$ cat config.mk
export PLATFORM = sky130hd
export DESIGN_NAME = llwake_top
export DESIGN_NICKNAME = d
export VERILOG_FILES = /design/src/rtl/llwake_pkg.sv /design/src/rtl/llwake_sync.sv /design/src/rtl/llwake_edge.sv /design/src/rtl/llwake_flags.sv /design/src/rtl/llwake_fsm.sv /design/src/rtl/llwake_top.sv
export SDC_FILE = /design/constraint.sdc
export NUM_CORES = 1
export LEC_CHECK = 0
export ABC_CLOCK_PERIOD_IN_PS = 3100
export BUFFER_PORTS_ARGS = -buffer_cell sky130_fd_sc_hd__buf_2
export CAP_MARGIN = 25
export CORE_ASPECT_RATIO = 1.4
export CORE_MARGIN = 2
export CORE_UTILIZATION = 25
export CTS_BUF_LIST = sky130_fd_sc_hd__clkbuf_8 sky130_fd_sc_hd__clkbuf_16
export CTS_CLUSTER_DIAMETER = 150
export CTS_CLUSTER_SIZE = 14
export DETAILED_ROUTE_END_ITERATION = 6
export GPL_TIMING_DRIVEN = 0
export PLACE_DENSITY = 0.49
export SLEW_MARGIN = 20
export SYNTH_ARGS = -nofsm -noshare
export SYNTH_HDL_FRONTEND = slang
export SYNTH_SLANG_ARGS = --single-unit
$ cat constraint.sdc
create_clock -name clk -period 3.1 [get_ports clk]
set_clock_uncertainty 0.05 [all_clocks]
set_input_delay 0.155 -clock clk [delete_from_list [all_inputs] [get_ports clk]]
set_output_delay 0.155 -clock clk [all_outputs]
set_load 0.01 [all_outputs]
$ cat src/rtl/llwake_pkg.sv
package llwake_pkg;

    // Controller states
    typedef enum logic [1:0] {
        ST_RUN    = 2'd0,
        ST_ARMED  = 2'd1,
        ST_WAKE   = 2'd2,
        ST_PINRST = 2'd3
    } wk_state_e;

    // Per-pin edge selection
    typedef enum logic [1:0] {
        EM_OFF  = 2'b00,
        EM_RISE = 2'b01,
        EM_FALL = 2'b10,
        EM_BOTH = 2'b11
    } edge_mode_e;

    localparam int PM_W = 3;
    localparam logic [PM_W-1:0] PM_LL_LIGHT = 3'd4;

    localparam int BUS_DW = 32;
    localparam int BUS_AW = 2;
    localparam logic [BUS_AW-1:0] RA_PINMODE = 2'd0;
    localparam logic [BUS_AW-1:0] RA_MODEN   = 2'd1;
    localparam logic [BUS_AW-1:0] RA_FLAGS   = 2'd2;
    localparam logic [BUS_AW-1:0] RA_STATUS  = 2'd3;
    localparam int STATUS_MOD_LSB = 8;

    function automatic logic is_low_leak(input logic [PM_W-1:0] code);
        return code[PM_W-1];
    endfunction

    function automatic logic is_deep(input logic [PM_W-1:0] code);
        return code[PM_W-1] && (code != PM_LL_LIGHT);
    endfunction

endpackage

$ cat src/rtl/llwake_sync.sv
module llwake_sync #(
    parameter int           W       = 1,
    parameter logic [W-1:0] RST_VAL = '0
) (
    input  logic         clk,
    input  logic         rst_n,
    input  logic [W-1:0] d,
    output logic [W-1:0] q
);

    logic [W-1:0] meta_q;
    logic [W-1:0] stab_q;

    always_ff @(posedge clk or negedge rst_n) begin
        if (!rst_n) begin
            meta_q <= RST_VAL;
            stab_q <= RST_VAL;
        end else begin
            meta_q <= d;
            stab_q <= meta_q;
        end
    end

    assign q = stab_q;

endmodule

$ cat src/rtl/llwake_edge.sv
module llwake_edge
    import llwake_pkg::*;
#(
    parameter int NUM_PINS = 16,
    localparam int MW = 2 * NUM_PINS
) (
    input  logic                clk,
    input  logic                rst_n,
    input  logic [NUM_PINS-1:0] pin_s,
    input  logic [MW-1:0]       pin_mode,
    output logic [NUM_PINS-1:0] hit
);

    logic [NUM_PINS-1:0] prev_q;

    always_ff @(posedge clk or negedge rst_n) begin
        if (!rst_n) begin
            prev_q <= '0;
        end else begin
            prev_q <= pin_s;
        end
    end

    for (genvar p = 0; p < NUM_PINS; p++) begin : g_pin
        logic       rise;
        logic       fall;
        edge_mode_e sel;

        assign rise = pin_s[p] & ~prev_q[p];
        assign fall = ~pin_s[p] & prev_q[p];
        assign sel  = edge_mode_e'(pin_mode[2*p +: 2]);

        always_comb begin
            unique case (sel)
                EM_OFF:  hit[p] = 1'b0;
                EM_RISE: hit[p] = rise;
                EM_FALL: hit[p] = fall;
                EM_BOTH: hit[p] = rise | fall;
            endcase
        end
    end

endmodule

$ cat src/rtl/llwake_flags.sv
module llwake_flags #(
    parameter int NUM_PINS = 16
) (
    input  logic                clk,
    input  logic                por_n,
    input  logic                det_en,
    input  logic [NUM_PINS-1:0] hit,
    input  logic                clr_we,
    input  logic [NUM_PINS-1:0] clr_mask,
    input  logic                err_clr,
    output logic [NUM_PINS-1:0] flags,
    output logic                err
);

    logic [NUM_PINS-1:0] set_v;
    logic [NUM_PINS-1:0] kill_v;
    logic [NUM_PINS-1:0] flags_d;
    logic                err_d;

    always_comb begin
        set_v   = det_en ? hit : '0;
        kill_v  = clr_we ? clr_mask : '0;
        // a new edge outranks a clear arriving in the same cycle
        flags_d = (flags & ~kill_v) | set_v;
        err_d   = (err & ~err_clr) | (|(set_v & flags));
    end

    always_ff @(posedge clk or negedge por_n) begin
        if (!por_n) begin
            flags <= '0;
            err   <= 1'b0;
        end else begin
            flags <= flags_d;
            err   <= err_d;
        end
    end

endmodule

$ cat src/rtl/llwake_fsm.sv
module llwake_fsm
    import llwake_pkg::*;
(
    input  logic            clk,
    input  logic            rst_n,
    input  logic [PM_W-1:0] pm_code,
    input  logic            wake_src,
    input  logic            rst_pin_lo,
    output logic            det_en,
    output logic            exit_via_reset,
    output wk_state_e       state
);

    wk_state_e st_q;
    wk_state_e st_d;
    logic      ll;

    assign ll = is_low_leak(pm_code);

    always_ff @(posedge clk or negedge rst_n) begin
        if (!rst_n) begin
            st_q <= ST_RUN;
        end else begin
            st_q <= st_d;
        end
    end

    always_comb begin
        st_d = st_q;
        unique case (st_q)
            ST_RUN: begin
                if (ll) st_d = ST_ARMED;
            end
            ST_ARMED: begin
                if (!ll)            st_d = ST_RUN;
                else if (rst_pin_lo) st_d = ST_PINRST;
                else if (wake_src)   st_d = ST_WAKE;
            end
            ST_WAKE: begin
                if (!ll)            st_d = ST_RUN;
                else if (rst_pin_lo) st_d = ST_PINRST;
            end
            ST_PINRST: begin
                if (!ll) st_d = ST_RUN;
            end
        endcase
    end

    always_comb begin
        det_en         = 1'b0;
        exit_via_reset = 1'b0;
        unique case (st_q)
            ST_RUN:    ;
            ST_ARMED:  det_en = 1'b1;
            ST_WAKE: begin
                det_en         = 1'b1;
                exit_via_reset = is_deep(pm_code);
            end
            ST_PINRST: begin
                det_en         = 1'b1;
                exit_via_reset = 1'b1;
            end
        endcase
    end

    assign state = st_q;

endmodule

$ cat src/rtl/llwake_top.sv
module llwake_top
    import llwake_pkg::*;
#(
    parameter int NUM_PINS = 16,
    parameter int NUM_MODS = 7
) (
    input  logic                clk,
    input  logic                por_n,
    input  logic                sys_rst_n,
    input  logic [2:0]          pm_code,
    input  logic [NUM_PINS-1:0] wk_pin,
    input  logic                rst_pin_n,
    input  logic [NUM_MODS-1:0] mod_req,
    input  logic                bus_wr,
    input  logic [1:0]          bus_addr,
    input  logic [31:0]         bus_wdata,
    output logic [31:0]         bus_rdata,
    output logic                wake_req,
    output logic                exit_via_reset
);

    localparam int MW = 2 * NUM_PINS;
    localparam int SW = NUM_PINS + 1;
    localparam logic [SW-1:0] SYNC_RST = {1'b1, {NUM_PINS{1'b0}}};

    logic                rst_n;
    logic [MW-1:0]       pin_mode_q;
    logic [NUM_MODS-1:0] mod_en_q;
    logic [SW-1:0]       sync_q;
    logic [NUM_PINS-1:0] pin_s;
    logic                rst_pin_lo;
    logic [NUM_PINS-1:0] hit;
    logic [NUM_PINS-1:0] pin_en;
    logic [NUM_PINS-1:0] pin_flags;
    logic                err_flag;
    logic                det_en;
    logic                wake_src;
    wk_state_e           fsm_st;
    logic                unused_wdata;

    assign rst_n        = por_n & sys_rst_n;
    assign unused_wdata = ^bus_wdata;

    // configuration registers, cleared by either reset
    always_ff @(posedge clk or negedge rst_n) begin
        if (!rst_n) begin
            pin_mode_q <= '0;
            mod_en_q   <= '0;
        end else if (bus_wr) begin
            if (bus_addr == RA_PINMODE) pin_mode_q <= bus_wdata[MW-1:0];
            if (bus_addr == RA_MODEN)   mod_en_q   <= bus_wdata[NUM_MODS-1:0];
        end
    end

    llwake_sync #(
        .W       (SW),
        .RST_VAL (SYNC_RST)
    ) u_sync (
        .clk   (clk),
        .rst_n (rst_n),
        .d     ({rst_pin_n, wk_pin}),
        .q     (sync_q)
    );

    assign pin_s      = sync_q[NUM_PINS-1:0];
    assign rst_pin_lo = ~sync_q[NUM_PINS];

    llwake_edge #(
        .NUM_PINS (NUM_PINS)
    ) u_edge (
        .clk      (clk),
        .rst_n    (rst_n),
        .pin_s    (pin_s),
        .pin_mode (pin_mode_q),
        .hit      (hit)
    );

    llwake_flags #(
        .NUM_PINS (NUM_PINS)
    ) u_flags (
        .clk      (clk),
        .por_n    (por_n),
        .det_en   (det_en),
        .hit      (hit),
        .clr_we   (bus_wr && (bus_addr == RA_FLAGS)),
        .clr_mask (bus_wdata[NUM_PINS-1:0]),
        .err_clr  (bus_wr && (bus_addr == RA_STATUS) && bus_wdata[0]),
        .flags    (pin_flags),
        .err      (err_flag)
    );

    for (genvar p = 0; p < NUM_PINS; p++) begin : g_en
        assign pin_en[p] = |pin_mode_q[2*p +: 2];
    end

    assign wake_src = (|(pin_flags & pin_en)) | (|(mod_req & mod_en_q));
    assign wake_req = is_low_leak(pm_code) & wake_src;

    llwake_fsm u_fsm (
        .clk            (clk),
        .rst_n          (rst_n),
        .pm_code        (pm_code),
        .wake_src       (wake_src),
        .rst_pin_lo     (rst_pin_lo),
        .det_en         (det_en),
        .exit_via_reset (exit_via_reset),
        .state          (fsm_st)
    );

    always_comb begin
        bus_rdata = '0;
        unique case (bus_addr)
            RA_PINMODE: bus_rdata[MW-1:0]       = pin_mode_q;
            RA_MODEN:   bus_rdata[NUM_MODS-1:0] = mod_en_q;
            RA_FLAGS:   bus_rdata[NUM_PINS-1:0] = pin_flags;
            RA_STATUS: begin
                bus_rdata[0]                         = err_flag;
                bus_rdata[STATUS_MOD_LSB +: NUM_MODS] = mod_req;
            end
        endcase
    end

endmodule

## After elaboration in Yosys (flattened, before gate mapping)

Cells that the tools add are included.
Widths: inputs -> output; s select.

- Word-level logic and storage cells: 238
- Flip-flop bits (word level): 108

- Bitwise operators: 92
- Reduce and logical (&&, ||, !) cells: 45
- Equality and inequality tests: 59
- Multiplexer cells: 34

Operators with widths:

| operator | number |
|---|---|
| $eq 2x2->1 const B | 36 |
| $pmux 1 s4 | 17 |
| $and 16x16->16 | 3 |
| $mux 16 | 3 |
| $eq 2x1->1 const B | 18 |
| $logic_not 2->1 | 18 |
| $and 1x1->1 | 35 |
| $not 1->1 | 33 |
| $reduce_or 16->1 | 2 |
| $reduce_or 2->1 | 16 |
| $pmux 7 s3 | 1 |
| $or 1x1->1 | 18 |
| $pmux 6 s3 | 1 |
| $not 16->16 | 1 |
| $or 16x16->16 | 1 |
| $mux 2 | 7 |
| $pmux 2 s4 | 1 |
| $and 7x7->7 | 1 |
| $reduce_or 7->1 | 1 |
| $ne 3x3->1 const B | 2 |
| $pmux 1 s2 | 3 |
| $logic_and 1x1->1 | 4 |
| $ne 2x2->1 const B | 2 |
| $ne 4x4->1 const B | 1 |
| other kinds (4) | 5 |

## Depth between registers and ports, before layout

Gate-level depths: netlist of run 1.

- Word-level depth: 8
- Mapped depth: 8
- Gate-level depth less buffers: 8

## Cells and area by module

Synthesis of run 1 repeated with hierarchy kept, for this count alone.

- Cell total of the unflattened synthesis: 452
- Area, all modules: 5,124.9 um^2

By module, submodules not included:

| module | cells each | sequential area each (um^2) | instances | area each (um^2) |
|---|---|---|---|---|
| llwake_top | 187 | 975.9 | 1 | 2,090.8 |
| llwake_edge | 156 | 400.4 | 1 | 1,316.3 |
| llwake_sync | 34 | 853.3 | 1 | 853.3 |
| llwake_flags | 64 | 425.4 | 1 | 759.5 |
| llwake_fsm | 11 | 50.0 | 1 | 105.1 |

## Worst setup path before layout of run 1

OpenSTA, ideal clock, no wires.

- Kind: register -> register
- Start: register u_sync.stab_q[5], in the netlist u_sync.q[5]
- End: register u_flags.err
- Stages on the path, launching flop included: 9
- Path slack: 1,489 ps
- Required time: 2,914 ps
- Buffers on the path: 0
- Setup time: 136 ps
- Arrival time: 1,425 ps
- Cells stage by stage: dfrtp_1 > inv_1 > ha_1 > inv_1 > mux2i_1 > a211oi_1 > a22o_2 > a221oi_1 > nand4_1

- Cells in the longest elaborated chain, start to end: 8

RTL lines:

| item | RTL line | text |
|---|---|---|
| start, declared | llwake_sync.sv:12 | `logic [W-1:0] stab_q;` |
| start signal, assigned | llwake_sync.sv:20 | `stab_q <= meta_q;` |
| $not 1->1 | llwake_edge.sv:30 | `assign fall = ~pin_s[p] & prev_q[p];` |
| $and 1x1->1 | llwake_edge.sv:30 |  |
| $or 1x1->1 | llwake_edge.sv:38 | `EM_BOTH: hit[p] = rise \| fall;` |
| $pmux 1 s4 * | llwake_edge.sv:34 | `unique case (sel)` |
| $mux 16 * | llwake_flags.sv:21 | `set_v = det_en ? hit : '0;` |
| $and 16x16->16 * | llwake_flags.sv:25 | `err_d = (err & ~err_clr) \| (\|(set_v & flags));` |
| $reduce_or 16->1 * | llwake_flags.sv:25 |  |
| $or 1x1->1 * | llwake_flags.sv:25 |  |
| net u_flags.err_d | llwake_flags.sv:18 | `logic err_d;` |
| end signal, assigned | llwake_flags.sv:34 | `err <= err_d;` |
| end, declared | llwake_flags.sv:12 | `output logic err` |

Mark *: on every way through the listed nets, which the timed path passes. The rest lies on a longest branch.
A chain may end at the register's enable or synchronous reset.

## Final worst setup path of run 1

- Start: register pin_mode_q[7]
- End: output wake_req

- Cells in the longest elaborated chain, start to end: 5

RTL lines:

| item | RTL line | text |
|---|---|---|
| start, declared | llwake_top.sv:27 | `logic [MW-1:0] pin_mode_q;` |
| start signal, assigned | llwake_top.sv:50 | `if (bus_addr == RA_PINMODE) pin_mode_q <= bus_wdata[MW-1:0];` |
| $reduce_or 2->1 | llwake_top.sv:93 | `assign pin_en[p] = \|pin_mode_q[2*p +: 2];` |
| $and 16x16->16 | llwake_top.sv:96 | `assign wake_src = (\|(pin_flags & pin_en)) \| (\|(mod_req & mod_en_q));` |
| $reduce_or 16->1 | llwake_top.sv:96 |  |
| $or 1x1->1 | llwake_top.sv:96 |  |
| $and 1x1->1 | llwake_top.sv:97 | `assign wake_req = is_low_leak(pm_code) & wake_src;` |
| end, declared | llwake_top.sv:18 | `output logic wake_req,` |

No other way between the ends.

==> flow_metrics.env, run 1 <==
export IMPL_status="complete, no violations"
export IMPL_synth_area_leader_cell="dfrtp_1"
export IMPL_cp_top_family="simple AND/OR/NAND/NOR gates"
export IMPL_cp_depth=6
export IMPL_fillerInstances=2118
export IMPL_viasPerCell=4.54
export IMPL_synth_warnings=0
export IMPL_drive_above_1_share_pct=29.2
export IMPL_clockBufferDepth=2
export IMPL_ys_ff_latch=108
export IMPL_cp_max_fo=5
export IMPL_yosysTopAreaCellShare_pct=50.1
export IMPL_die_w_um=127
export IMPL_critPathMaxStageDelay_ps=460
export IMPL_critPathArrivalTime_ps=2310
export IMPL_n_antenna_cell=0
export IMPL_setup_tns_final_ps=0
export IMPL_grt_pass1_wl_mm=23.6
export IMPL_cp_data_required_time_ps=2890
export IMPL_dp_slack_ps=1020
export IMPL_cts_root_buf="clkbuf_16"
export IMPL_fin_area_sq_um=6920
export IMPL_syn_nets=552
export IMPL_setup_viol=0
export IMPL_syn_cell_area_sq_um=5290
export IMPL_powerDensity_nw_per_um2=582
export IMPL_criticalPathCategory="reg2out"
export IMPL_instances_no_fill=874
export IMPL_cts_resized=0
export IMPL_worstPathBufferInverterCount=1
export IMPL_cts_tree="built"
export IMPL_routed_wl_mm=15.2
export IMPL_synth_edff_count=0
export IMPL_crit_slowest_cell="dfrtp_1"
export IMPL_grt_usage_pct=14.0
export IMPL_fin_ws_ps=582
export IMPL_grt_overflow=0
export IMPL_drv_cap=0
export IMPL_dp_cells=814
export IMPL_grt_pass1_vias=4157
export IMPL_crit_path_end_kind="primary output"
export IMPL_final_antenna_net_count=0
export IMPL_slew_headroom_pct=55.3
export IMPL_syn_inst=455
export IMPL_start_util_pct=25.2
export IMPL_placed_area_sq_um=6140
export IMPL_vdd_ir_drop_max_mv=0.266
export IMPL_dr_pass1_iters=4
export IMPL_die_h_um=176
export IMPL_max_clock_freq_mhz=397
export IMPL_cts_buffers=9
export IMPL_crit_chain="o21ai_0, nand4_1, nor3_1, nand4_1, and2_1, buf_2"
export IMPL_dpl_hpwl_mm=11.6
export IMPL_fin_total_pwr_mw=4.02
export IMPL_syn2layout_area_growth_pct=30.7
export IMPL_cp_common_cell="nand4_1"
export IMPL_drt_drc_violations_left=0
export IMPL_avgSynthCellArea_sq_um=11.6
export IMPL_ff2ff_path_depth=5
export IMPL_grt_max_degree=52
export IMPL_die_area_sq_um=22400
export IMPL_synth_cell_type_count=38
export IMPL_fin_util_pct=33.0
export IMPL_regArea_sq_um=2710
export IMPL_cts_sinks=108
export IMPL_gp_congestion=0.847
export IMPL_wl_per_cell_um=17.4
export IMPL_tightest_slew_ps=670
export IMPL_synthTopCellsByArea="dfrtp_1 50%, ha_1 7.6%, mux2_4 7.4%"
export IMPL_rsz0062_at_grt="no"
export IMPL_synth_ff_type="dfrtp_1"
export IMPL_finalHoldViolations=0
export IMPL_cp_start_kind="flip-flop"
export IMPL_async_reset_ff_share_pct=100
export IMPL_p_leak_nw=3.38
export IMPL_drv_slew=0
export IMPL_hold_class="in2reg"
export IMPL_worstHoldPathCells=2
export IMPL_cts_max_level=3
export IMPL_holdWs_ps=15.3
export IMPL_fin_crit_sh_pct=81.2
export IMPL_port_buffers=98
export IMPL_multiInputGateArea_sq_um=2320
export IMPL_insertion_delay_ps=360
export IMPL_antenna_found_initial=0
export IMPL_nets=706
export IMPL_vias=3967
export IMPL_drtIter0Drc=156
export IMPL_ys_seq_area_share_pct=51.1
export IMPL_clk_pin_slew_ps=70
export IMPL_ios=99
export IMPL_core_area_sq_um=21000
export IMPL_fin_crit_ps=2520
export IMPL_num_rows=63
[placed cells by master, fill, tap and decap left out, types with 3 or more instances in the layout]
cell type        n
nand3b_1         4
mux2i_1         18
clkbuf_8         3
inv_1           48
a211oi_1         3
buf_4            3
nor2_1          13
buf_6            4
nor2b_1         12
buf_2          101
dfrtp_1        106
a22o_1          12
and2_1          16
a21oi_1         13
ha_1            32
mux2_4          26
clkbuf_16        9
dlygate4sd3_1   44
nand2_1         40
mux2_2          18
a21o_1          10
o21ai_0         37
a32oi_1          3
clkbuf_1         3
nand4_1          7
nor3_1           3
[power breakdown]
group          total, mW  internal [mW]  switching [mW]
registers           1.87           1.62           0.251
clock network       1.31          0.772           0.533
logic              0.847          0.451           0.396
[area by class of cell]
type	count	area share, %
Buffer	13	1.36
Clock buffer	12	3.85
Clock inverter	4	1.03
Inverter	47	2.55
Multi-Input combinational cell	287	33.5
Sequential cell	108	39.1
Tap cell	260	4.70
Timing Repair Buffer	143	13.9
[worst register-to-register path: stages (launching register included)]
cell and delay (ps):
dfrtp_1 460, o21ai_0 410, nand4_1 180, nor3_1 280, nand4_1 240, o311a_1 360
[timing repair]
action,CTS,global route
setup buffers,0,0
hold buffers,44,0
hold endpoints to repair,97,0
[routing by layer]
metal / up-vias / wire length [um] / GRT usage, %
met5: - / 0 / 0
met4: 0 / 427 / 6.27
met3: 26 / 614 / 2.33
met2: 106 / 7910 / 24.7
met1: 1957 / 6300 / 16.8
li1: 1878 / - / -
[cell usage after synthesis, types with 10 or more instances]
master	count
nand2_1	40
mux2_4	26
dfrtp_1	106
a21oi_1	13
nor2b_1	12
nor2_1	13
mux2i_1	18
a22o_1	12
and2_1	17
o21ai_0	37
ha_1	32
mux2_2	18
a21o_1	10
inv_1	47
[registers in the layout, indices dropped and copies added, names as in the netlist]
| name | cells |
|---|---|
| mod_en_q | 7 |
| pin_mode_q | 32 |
| u_edge.prev_q | 16 |
| u_flags.err | 1 |
| u_flags.flags | 16 |
| u_fsm.state | 2 |
| u_sync.meta_q | 17 |
| u_sync.q | 17 |
[worst paths after layout]
kind                            slack [ps]               end             start
worst max-delay path                   580          wake_req     pin_mode_q[7]
worst min-delay path                    20    pin_mode_q[14]     bus_wdata[14]
worst max register to register         990    u_fsm.state[1]     pin_mode_q[7]
worst min register to register         300       u_sync.q[6]  u_sync.meta_q[6]
max in group asynchronous             1430  u_sync.meta_q[0]             por_n
min in group asynchronous              270  u_flags.flags[9]             por_n
[kinds of logic (layout without fill, tap and decap cells)]
| logic type | after synthesis | after routing | synth area share [%] |
|---|---|---|---|
| compound gates | 88 | 88 | 10.9 |
| buf+inv | 60 | 219 | 5.11 |
| mux | 63 | 63 | 15.0 |
| simple gates | 104 | 104 | 10.3 |
| fa+ha+maj | 32 | 32 | 7.57 |
| flops | 108 | 108 | 51.1 |
Note: power is estimated with default switching activity, not from simulation.
==> run 2: changes to the inputs <==
--- a/config.mk
+++ b/config.mk
@@ -5,7 +5,7 @@
 export SDC_FILE = /design/constraint.sdc
 export NUM_CORES = 1
 export LEC_CHECK = 0
-export ABC_CLOCK_PERIOD_IN_PS = 3100
+export ABC_CLOCK_PERIOD_IN_PS = 2170
 export BUFFER_PORTS_ARGS = -buffer_cell sky130_fd_sc_hd__buf_2
 export CAP_MARGIN = 25
 export CORE_ASPECT_RATIO = 1.4
==> constraint.sdc (replaced) <==
create_clock -name clk -period 2.17 [get_ports clk]
set_clock_uncertainty 0.05 [all_clocks]
set_input_delay 0.1085 -clock clk [delete_from_list [all_inputs] [get_ports clk]]
set_output_delay 0.1085 -clock clk [all_outputs]
set_load 0.01 [all_outputs]
==> run 2 against run 1 <==
  * Critical path depth shrank 1
  * Sequential power grew 44%
  * Power grew 36%
  * First-iteration DRC count grew 34%
  * Combinational power grew 48%
  * Largest power group unchanged
==> flow_metrics.env, run 2 (synthesis results as in run 1) <==
export IMPL_syn2layout_area_growth_pct=31.6
export IMPL_fin_util_pct=33.2
export IMPL_grt_pass1_vias=4185
export IMPL_final_cell_mix="104 x dfrtp_1, 101 x buf_2, 50 x dlygate4sd3_1"
export IMPL_die_area_sq_um=22400
export IMPL_setup_viol=0
export IMPL_die_h_um=176
export IMPL_port_buffers=98
export IMPL_routed_wl_mm=15.4
export IMPL_grt_max_degree=52
export IMPL_fin_crit_sh_pct=98.3
export IMPL_cp_start_kind="flip-flop"
export IMPL_core_area_sq_um=21000
export IMPL_grt_pass1_wl_mm=23.6
export IMPL_hold_class="in2reg"
export IMPL_viasPerCell=4.53
export IMPL_fillerInstances=2171
export IMPL_fin_crit_ps=2130
export IMPL_clk_pin_slew_ps=70
export IMPL_vdd_ir_drop_max_mv=0.374
export IMPL_nets=714
export IMPL_max_clock_freq_mhz=469
export IMPL_clockBufferDepth=2
export IMPL_cp_data_required_time_ps=2010
export IMPL_crit_path_end_kind="primary output"
export IMPL_cts_max_level=3
export IMPL_cts_root_buf="clkbuf_16"
export IMPL_criticalPathCategory="reg2out"
export IMPL_grt_usage_pct=14.0
export IMPL_rsz0062_at_grt="no"
export IMPL_start_util_pct=25.2
export IMPL_cts_sinks=108
export IMPL_ios=99
export IMPL_insertion_delay_ps=360
export IMPL_largest_register="pin_mode_q"
export IMPL_drive_above_1_share_pct=30.2
export IMPL_tightest_slew_ps=715
export IMPL_dpl_hpwl_mm=11.5
export IMPL_final_common_cell="dfrtp_1"
export IMPL_num_rows=63
export IMPL_largest_reg_flops=32
export IMPL_powerDensity_nw_per_um2=787
export IMPL_cts_tree="built"
export IMPL_drv_cap=0
export IMPL_drt_drc_violations_left=0
export IMPL_p_leak_nw=3.40
export IMPL_dr_pass1_iters=4
export IMPL_vias=4003
export IMPL_status="complete, no violations"
export IMPL_drv_slew=0
export IMPL_grt_overflow=0
export IMPL_cts_buffers=9
export IMPL_fin_total_pwr_mw=5.48
export IMPL_finalHoldViolations=0
export IMPL_drtIter0Drc=209
export IMPL_die_w_um=127
export IMPL_cp_max_fo=5
export IMPL_slew_headroom_pct=52.3
export IMPL_gp_congestion=0.841
export IMPL_critPathArrivalTime_ps=1980
export IMPL_antenna_found_initial=1
export IMPL_wl_per_cell_um=17.4
export IMPL_final_antenna_net_count=0
-- run 2: cell count changes in the layout (fill, tap and decap cells not counted), moves of 2 or more --
cell,previous run,this run
buf_4,3,5
bufinv_16,2,0
clkbuf_8,3,1
clkinv_2,0,2
dfrtp_1,106,104
dfrtp_2,0,2
dlygate4sd3_1,44,50
o21ai_0,37,27
o21ai_1,0,6
o21ai_2,0,3
-- run 2: final cells by class --
class	count	area, sq um	area share [%]
Antenna cell	1	2.50	0.0359
Buffer	13	93.8	1.35
Clock buffer	10	239	3.43
Clock inverter	6	32.5	0.467
Inverter	47	176	2.53
Multi-Input combinational cell	287	2350	33.8
Sequential cell	108	2710	38.9
Tap cell	260	325	4.67
Timing Repair Buffer	151	1030	14.8
-- run 2: where the power goes --
group	switching [mW]	total [mW]	leakage (nW)	internal, mW
Sequential	0.378	2.69	1.29	2.31
Clock	0.736	1.53	0.137	0.798
Combinational	0.579	1.25	1.97	0.672
Total	1.69	5.48	3.40	3.78
-- run 2: what timing repair did --
action | 4_1_cts | 5_1_grt
pin swaps | 3 | 1
endpoints found under the setup margin | 1 | 2
hold endpoints to repair | 120 | 0
resized for setup | 9 | 10
hold buffers | 50 | 0
buffers inserted | 1 | 1
-- run 2: stage by stage --
| stage | instances | cell area (sq um) | TNS [ps] | hold WS (ps) | worst slack (ps) |
|---|---|---|---|---|---|
| floorplan | 455 | 5290 | 0 | -237 | 559 |
| global placement | 813 | 6110 | -63210 | 43.4 | -714 |
| detailed placement | 814 | 6140 | 0 | 49.4 | 89.6 |
| CTS | 881 | 6930 | 0 | 3.60 | 9.93 |
| global route | 883 | 6960 | 0 | 15.2 | 0.741 |
| finish | 883 | 6960 | 0 | 20.5 | 36.2 |
-- run 2: layer usage --
metal | vias to the layer above | track usage, % | routed length (um)
li1 | 1884 | - | -
met1 | 2002 | 16.4 | 6530
met5 | - | 0 | 0
met2 | 100 | 25.2 | 8040
met3 | 17 | 2.42 | 510
met4 | 0 | 5.95 | 319
-- run 2: final timing paths --
check,from,endpoint,slack (ps),cells past startpoint
worst max-delay path,pin_mode_q[2],wake_req,40,5
worst min-delay path,bus_wdata[2],pin_mode_q[2],20,2
worst max register to register,pin_mode_q[2],u_fsm.state[1],230,5
worst min register to register,u_sync.meta_q[14],u_sync.q[14],300,0
max in group asynchronous,por_n,pin_mode_q[7],570,4
min in group asynchronous,por_n,u_flags.flags[1],210,2
-- run 2: worst max-delay path: stages, from the launching register on --
cell and delay (ps):
dfrtp_1 430, o21ai_0 380, and4_1 260, nand4_1 200, and2_1 220, buf_2 130
